**config.mk**
```make
export PLATFORM = sky130hd
export DESIGN_NAME = hci_irq_unit
export DESIGN_NICKNAME = d
export VERILOG_FILES = /design/src/rtl/hci_irq_pkg.sv /design/src/rtl/hci_cmd_reg.sv /design/src/rtl/hci_status_bank.sv /design/src/rtl/hci_mask_reg.sv /design/src/rtl/hci_irq_unit.sv
export SDC_FILE = /design/constraint.sdc
export NUM_CORES = 1
export LEC_CHECK = 0
export BUFFER_PORTS_ARGS = -buffer_cell sky130_fd_sc_hd__buf_2
export CORE_ASPECT_RATIO = 1.4
export CORE_MARGIN = 1.5
export CORE_UTILIZATION = 56
export CTS_BUF_LIST = sky130_fd_sc_hd__clkbuf_2
export CTS_CLUSTER_SIZE = 8
export DETAILED_ROUTE_END_ITERATION = 12
export PLACE_DENSITY = 0.95
export SLEW_MARGIN = 0
export SYNTH_ARGS = -nofsm -noshare
export SYNTH_HDL_FRONTEND = slang
export SYNTH_SLANG_ARGS = --single-unit
```
**constraint.sdc**
```tcl
create_clock -name clk -period 2.2 [get_ports clk]
set_input_delay 0.44 -clock clk [delete_from_list [all_inputs] [get_ports clk]]
set_output_delay 0.44 -clock clk [all_outputs]
set_load 0.02 [all_outputs]
```
**src/rtl/hci_irq_pkg.sv**
```systemverilog
package hci_irq_pkg;
   localparam int WORD_W     = 32;
   localparam int EVT_W      = 31;
   localparam int MASTER_BIT = 31;

   typedef enum logic [1:0] {
      RG_CMD = 2'd0,
      RG_STS = 2'd1,
      RG_ENA = 2'd2,
      RG_DIS = 2'd3
   } reg_sel_e;

   typedef struct packed {
      logic cmd;
      logic sts;
      logic ena;
      logic dis;
   } wr_dec_t;
endpackage

```
**src/rtl/hci_cmd_reg.sv**
```systemverilog
module hci_cmd_reg #(
   parameter int CMD_BITS = 4,
   parameter int OVR_W    = 2
) (
   input  logic                clk,
   input  logic                rst_n,
   input  logic                set_we,
   input  logic [CMD_BITS-1:0] set_data,
   input  logic [CMD_BITS-1:0] ack,
   input  logic                ovr_evt,
   output logic [CMD_BITS-1:0] cmd_q,
   output logic [OVR_W-1:0]    ovr_cnt
);
   logic [CMD_BITS-1:0] set_vec;

   assign set_vec = set_we ? set_data : '0;

   // requests: a set in the same cycle as an acknowledge survives
   always_ff @(posedge clk or negedge rst_n) begin
      if (!rst_n) cmd_q <= '0;
      else        cmd_q <= (cmd_q & ~ack) | set_vec;
   end

   // wrapping overrun counter, read-only to software
   always_ff @(posedge clk or negedge rst_n) begin
      if (!rst_n)       ovr_cnt <= '0;
      else if (ovr_evt) ovr_cnt <= ovr_cnt + OVR_W'(1);
   end
endmodule

```
**src/rtl/hci_status_bank.sv**
```systemverilog
module hci_status_bank #(
   parameter int NBITS = 31
) (
   input  logic             clk,
   input  logic             rst_n,
   input  logic             clr_we,
   input  logic [NBITS-1:0] clr_data,
   input  logic [NBITS-1:0] evt,
   output logic [NBITS-1:0] sts_q
);
   for (genvar i = 0; i < NBITS; i++) begin : g_bit
      logic clr_hit;
      assign clr_hit = clr_we & clr_data[i];
      always_ff @(posedge clk or negedge rst_n) begin
         if (!rst_n) sts_q[i] <= 1'b0;
         else        sts_q[i] <= evt[i] | (sts_q[i] & ~clr_hit);
      end
   end
endmodule

```
**src/rtl/hci_mask_reg.sv**
```systemverilog
module hci_mask_reg #(
   parameter int W = 32
) (
   input  logic         clk,
   input  logic         rst_n,
   input  logic         ena_we,
   input  logic         dis_we,
   input  logic [W-1:0] wdata,
   output logic [W-1:0] mask_q
);
   always_ff @(posedge clk or negedge rst_n) begin
      if (!rst_n)      mask_q <= '0;
      else if (dis_we) mask_q <= mask_q & ~wdata;
      else if (ena_we) mask_q <= mask_q | wdata;
   end
endmodule

```
**src/rtl/hci_irq_unit.sv**
```systemverilog
module hci_irq_unit
   import hci_irq_pkg::*;
#(
   parameter int ADDR_W   = 2,
   parameter int CMD_BITS = 4,
   parameter int OVR_W    = 2,
   parameter int OVR_LSB  = 16,
   parameter int SO_BIT   = 0
) (
   input  logic                clk,
   input  logic                rst_n,
   input  logic                bus_wr,
   input  logic [ADDR_W-1:0]   bus_addr,
   input  logic [WORD_W-1:0]   bus_wdata,
   output logic [WORD_W-1:0]   bus_rdata,
   input  logic [EVT_W-1:0]    evt_in,
   input  logic                ovr_evt,
   input  logic [CMD_BITS-1:0] cmd_done,
   output logic                irq_o
);
   localparam int CNT_TOP = OVR_LSB + OVR_W;

   if (ADDR_W < 2)                begin : g_bad_addr initial $fatal(1, "ADDR_W below 2"); end
   if (CMD_BITS < 1 || CMD_BITS > OVR_LSB) begin : g_bad_cmd initial $fatal(1, "CMD_BITS overlaps counter"); end
   if (CNT_TOP > WORD_W)          begin : g_bad_cnt initial $fatal(1, "counter field exceeds word"); end
   if (SO_BIT < 0 || SO_BIT >= EVT_W) begin : g_bad_so initial $fatal(1, "SO_BIT out of range"); end

   logic                in_range;
   reg_sel_e            sel;
   wr_dec_t             wr_dec;
   logic [EVT_W-1:0]    evt_all;
   logic [CMD_BITS-1:0] cmd_q;
   logic [OVR_W-1:0]    ovr_cnt;
   logic [EVT_W-1:0]    sts_q;
   logic [WORD_W-1:0]   mask_q;
   logic [WORD_W-1:0]   cmd_word;

   if (ADDR_W > 2) begin : g_wide_addr
      assign in_range = ~|bus_addr[ADDR_W-1:2];
   end else begin : g_exact_addr
      assign in_range = 1'b1;
   end

   assign sel = reg_sel_e'(bus_addr[1:0]);

   always_comb begin
      wr_dec     = '0;
      wr_dec.cmd = bus_wr && in_range && sel == RG_CMD;
      wr_dec.sts = bus_wr && in_range && sel == RG_STS;
      wr_dec.ena = bus_wr && in_range && sel == RG_ENA;
      wr_dec.dis = bus_wr && in_range && sel == RG_DIS;
   end

   always_comb begin
      evt_all         = evt_in;
      evt_all[SO_BIT] = evt_in[SO_BIT] | ovr_evt;
   end

   hci_cmd_reg #(.CMD_BITS(CMD_BITS), .OVR_W(OVR_W)) u_cmd (
      .clk     (clk),
      .rst_n   (rst_n),
      .set_we  (wr_dec.cmd),
      .set_data(bus_wdata[CMD_BITS-1:0]),
      .ack     (cmd_done),
      .ovr_evt (ovr_evt),
      .cmd_q   (cmd_q),
      .ovr_cnt (ovr_cnt)
   );

   hci_status_bank #(.NBITS(EVT_W)) u_sts (
      .clk     (clk),
      .rst_n   (rst_n),
      .clr_we  (wr_dec.sts),
      .clr_data(bus_wdata[EVT_W-1:0]),
      .evt     (evt_all),
      .sts_q   (sts_q)
   );

   hci_mask_reg #(.W(WORD_W)) u_mask (
      .clk   (clk),
      .rst_n (rst_n),
      .ena_we(wr_dec.ena),
      .dis_we(wr_dec.dis),
      .wdata (bus_wdata),
      .mask_q(mask_q)
   );

   always_comb begin
      cmd_word                   = '0;
      cmd_word[CMD_BITS-1:0]     = cmd_q;
      cmd_word[OVR_LSB +: OVR_W] = ovr_cnt;
   end

   always_comb begin
      bus_rdata = '0;
      if (in_range) begin
         unique case (sel)
            RG_CMD:         bus_rdata = cmd_word;
            RG_STS:         bus_rdata = {1'b0, sts_q};
            RG_ENA, RG_DIS: bus_rdata = mask_q;
         endcase
      end
   end

   assign irq_o = mask_q[MASTER_BIT] & (|(sts_q & mask_q[EVT_W-1:0]));
endmodule

```
==> reports/results.env <==
DP_HPWL_UM=5730
GRT_SETUP_UNREPAIRED='true'
HOLDCRITPATHCLASS='input pin to flip-flop'
INSTANCES_NO_FILL=515
INTERNAL_POWER_mW=2.07
NUMPORTBUFFERS=105
SETUP_TNS_PS=-196
P_CLK_SHARE_PCT=26.7
HTREE_NUM_LEVELS=3
TIMING.FINAL.CRIT_SHARE_PCT=109
PLACED_CELLS=493
CLOCK_SINK_COUNT=69
SYNTHARSTFLOPSHARE_PCT=100
IR_WORST_VDD_V=0.000533
VIOLATED_CHECKS='negative setup slack'
DETAIL-ROUTE-ANTENNA-NETS=0
FIN_SKEW_PS=0.635
GLOBAL_ROUTE.USAGE.TOTAL_PCT=28.6
FIRST_GLOBAL_VIAS=2872
YS.WARNINGS.COUNT=0
CRIT_PATH_REQUIRED_TIME_PS=1760
OVERFLOW=0
NUM_VIAS=2937
PATH_CLK_SLEW_PS=190
POWERDENSITY_nW_PER_UM2=749
ROUTED_WIRE_LENGTH_PER_INSTANCE_UM=15.8
DRC=0
HOLD-WORST-SLACK_PS=118
STARTPOINT_TYPE='flip-flop'
DIE_WIDTH_UM=66.8
FIRST_ITER_VIOLATIONS=277
REPORT.FINAL.HOLD_VIOL_COUNT=0
SYNTH_CELL_AREA_UM2=3190
FINAL_NETS=515
GP_CONGESTION=0.800
ENDPOINT_KIND='primary output'
YS_FF_LATCH=69
NUM_IO_PINS=106
SYNTHDOMINANTCELLAREASHARE_PCT=54.1
YOSYS_MOST_USED_DFF='sky130_fd_sc_hd__dfrtp_1'
SYN2LAYOUT_AREA_GROWTH_PCT=24.7
SYNTHTOPCELLSBYCOUNT='sky130_fd_sc_hd__nand2_1 (106), sky130_fd_sc_hd__dfrtp_1 (69), sky130_fd_sc_hd__a21o_1 (30), sky130_fd_sc_hd__o21ai_1 (30), sky130_fd_sc_hd__a22o_1 (28)'
SHARE_COMB_OF_TOTAL_POWER_PCT=22.3
MAX_CAP_VIOLATIONS=0
VIASPERCELL=5.70
FINALMAXSLEWVIOLATIONS=0
CRITICAL_PATH.STARTPOINT='u_sts.sts_q[1]'
CORE_FOOTPRINT_UM2=5490
WORST-SETUP-PATH-TYPE='flip-flop to primary output'
SHARE_OF_LAYOUT_CELLS_ABOVE_DRIVE_STRENGTH_1_PCT=31.3
P_SW_uW=913
TIMING_WORST_SLEW_PIN_VALUE_PS=572
FINAL_PERIOD_MINUS_WORST_SETUP_SLACK_PS=2400
YOSYS.CELL_COUNT.TOP_TYPE='sky130_fd_sc_hd__nand2_1'
SW_FRAC_OF_TOTAL_PCT=30.6
TIMING.FINAL.SETUP_VIOLATIONS=1
TOTAL_ROUTED_LENGTH_UM=8160
SYNTH_ENABLE_FLOP_CELLS=0
GRT_FIRST_PASS_WIRELENGTH_UM=13200
CRITPATHMAXFANOUT=2
DIE_AREA_UM2=6170
TRITONCTS_CLOCK_TREE='done'
CTSROOTBUFFERMASTER='sky130_fd_sc_hd__clkbuf_2'
CLOCK_INSERTION_DELAY_WORST_SKEW_PS=480
OUTCOME='finished, violations left'
SYNTH_TOP_AREA_CELL='sky130_fd_sc_hd__dfrtp_1'
SYNTH.YOSYS.SEQ_AREA_SHARE_PCT=54.1
PLACEMENTROWS=32
CRITPATHARRIVALTIME_PS=1960
FLOORPLAN.INITIALDENSITY_PCT=58.2
DIEHEIGHT_UM=92.3
POSTSYNTHCELLCOUNT=328
SEQPWRFRAC_PCT=51.0
POWER.STATIC_LEAKAGE_nW=1.86
SYNTH_NETS=401
GRT_ANTENNA_BEFORE_REPAIR=0
ORIGIN_OF_THE_WORST_MIN_DELAY_PATH='evt_in[16]'
FINALWORSTSETUPSLACK_PS=-196
DR.PASS1.ITERS=4
GRT_MAX_DEGREE=70
CTS_MADE_BUFFERS=9
REG2REG_FROM='u_sts.sts_q[0]'
CLOCK.FMAX_MHz=417
SYNTH_AREA_PER_CELL_UM2=9.73
YOSYSUNIQUECELLTYPES=25
TIMING.MAX_SLEW.REL_SLACK_PCT=61.8
NETLIST_TOP_CELLS_AREA='sky130_fd_sc_hd__dfrtp_1 (54%), sky130_fd_sc_hd__nand2_1 (12%), sky130_fd_sc_hd__a22o_1 (7.7%), sky130_fd_sc_hd__a21o_1 (7.1%), sky130_fd_sc_hd__o21ai_1 (4.7%)'
CLOCK_PATH_BUFFERS=2
ANTENNA_CELLS=0
## layout by cell type, fill, tap and decap left out, types with 3 or more instances in the layout
cell                         n
sky130_fd_sc_hd__a21o_1     30
sky130_fd_sc_hd__a221oi_2    3
sky130_fd_sc_hd__a22o_1     28
sky130_fd_sc_hd__a22oi_1     8
sky130_fd_sc_hd__buf_2     105
sky130_fd_sc_hd__buf_4      13
sky130_fd_sc_hd__clkbuf_2   10
sky130_fd_sc_hd__dfrtp_1    69
sky130_fd_sc_hd__inv_1       4
sky130_fd_sc_hd__mux2i_1     6
sky130_fd_sc_hd__nand2_1   106
sky130_fd_sc_hd__nand4_1     3
sky130_fd_sc_hd__o21ai_0    12
sky130_fd_sc_hd__o21ai_1    30
## worst max-delay path: stages, from the launching register on
cell and delay (ps):
sky130_fd_sc_hd__dfrtp_1 430, sky130_fd_sc_hd__a22o_1 250, sky130_fd_sc_hd__a221oi_2 220, sky130_fd_sc_hd__nand4_1 150
sky130_fd_sc_hd__o31a_1 270, sky130_fd_sc_hd__buf_2 160
## power groups by stage
stage	logic, mW	registers [mW]	clock network (mW)
after floorplan	0.409	1.51	0
after global routing	0.726	1.54	0.871
after detailed placement	0.644	1.54	0
after CTS	0.666	1.52	0.814
after global placement	0.629	1.53	0
final	0.665	1.52	0.797
## area by class of cell
class | instances | area (um^2)
inverters | 4 | 15.0
clock inverters | 6 | 77.6
fillers | 385 | 1500
repair buffers | 121 | 673
clock buffers | 10 | 50.0
flip-flops and latches | 69 | 1730
multi-input cells | 237 | 1350
well taps | 68 | 85.1
## metal layers
metal / share of wire (%) / GRT usage [%] / up-vias
li1: - / - / 1386
met5: 0 / 0 / -
met4: 3.2 / 15.3 / 0
met2: 52 / 46.2 / 131
met3: 6.0 / 4.98 / 22
met1: 39 / 36.3 / 1398
## path summary, 6_finish.rpt
path / slack (ps) / cells after the start / to
min reg2reg: 510 / 1 / u_cmd.ovr_cnt[1]
max in group asynchronous: 1400 / 3 / u_sts.sts_q[7]
min in group asynchronous: 520 / 3 / u_sts.sts_q[15]
min: 120 / 2 / u_sts.sts_q[16]
max: -200 / 5 / irq_o
max reg2reg: 1390 / 1 / u_sts.sts_q[0]
## repair_timing
| action | 4_1_cts | 5_1_grt |
|---|---|---|
| hold endpoints to repair | 69 | 0 |
| setup endpoints to repair | 1 | 1 |
| resized for setup | 3 | 0 |
| hold buffers | 1 | 0 |
| buffers inserted | 5 | 0 |
| pin swaps | 0 | 1 |
## kinds of logic after synthesis
group                  after synthesis  share of synthesized area, %
XOR/XNOR                             2                         0.549
multiplexers                         6                          1.88
AO/OA/AOI/OAI                      114                          24.9
flip-flops                          69                          54.1
buffers and inverters               22                          4.15
AND/OR/NAND/NOR                    115                          14.4
## per-stage QoR
stage | worst slack [ps] | cell area [um^2] | total power, mW | utilization [%]
2_1_floorplan | 507 | 3190 | 1.92 | -
3_3_place_gp | 289 | 3790 | 2.16 | 69.0
3_5_place_dp | 271 | 3790 | 2.19 | 69.0
4_1_cts | -186 | 3980 | 3.00 | 72.6
5_1_grt | -330 | 3980 | 3.14 | 72.6
6_report | -196 | 3980 | 2.98 | 72.6
Power figures use the tool's default switching activity.
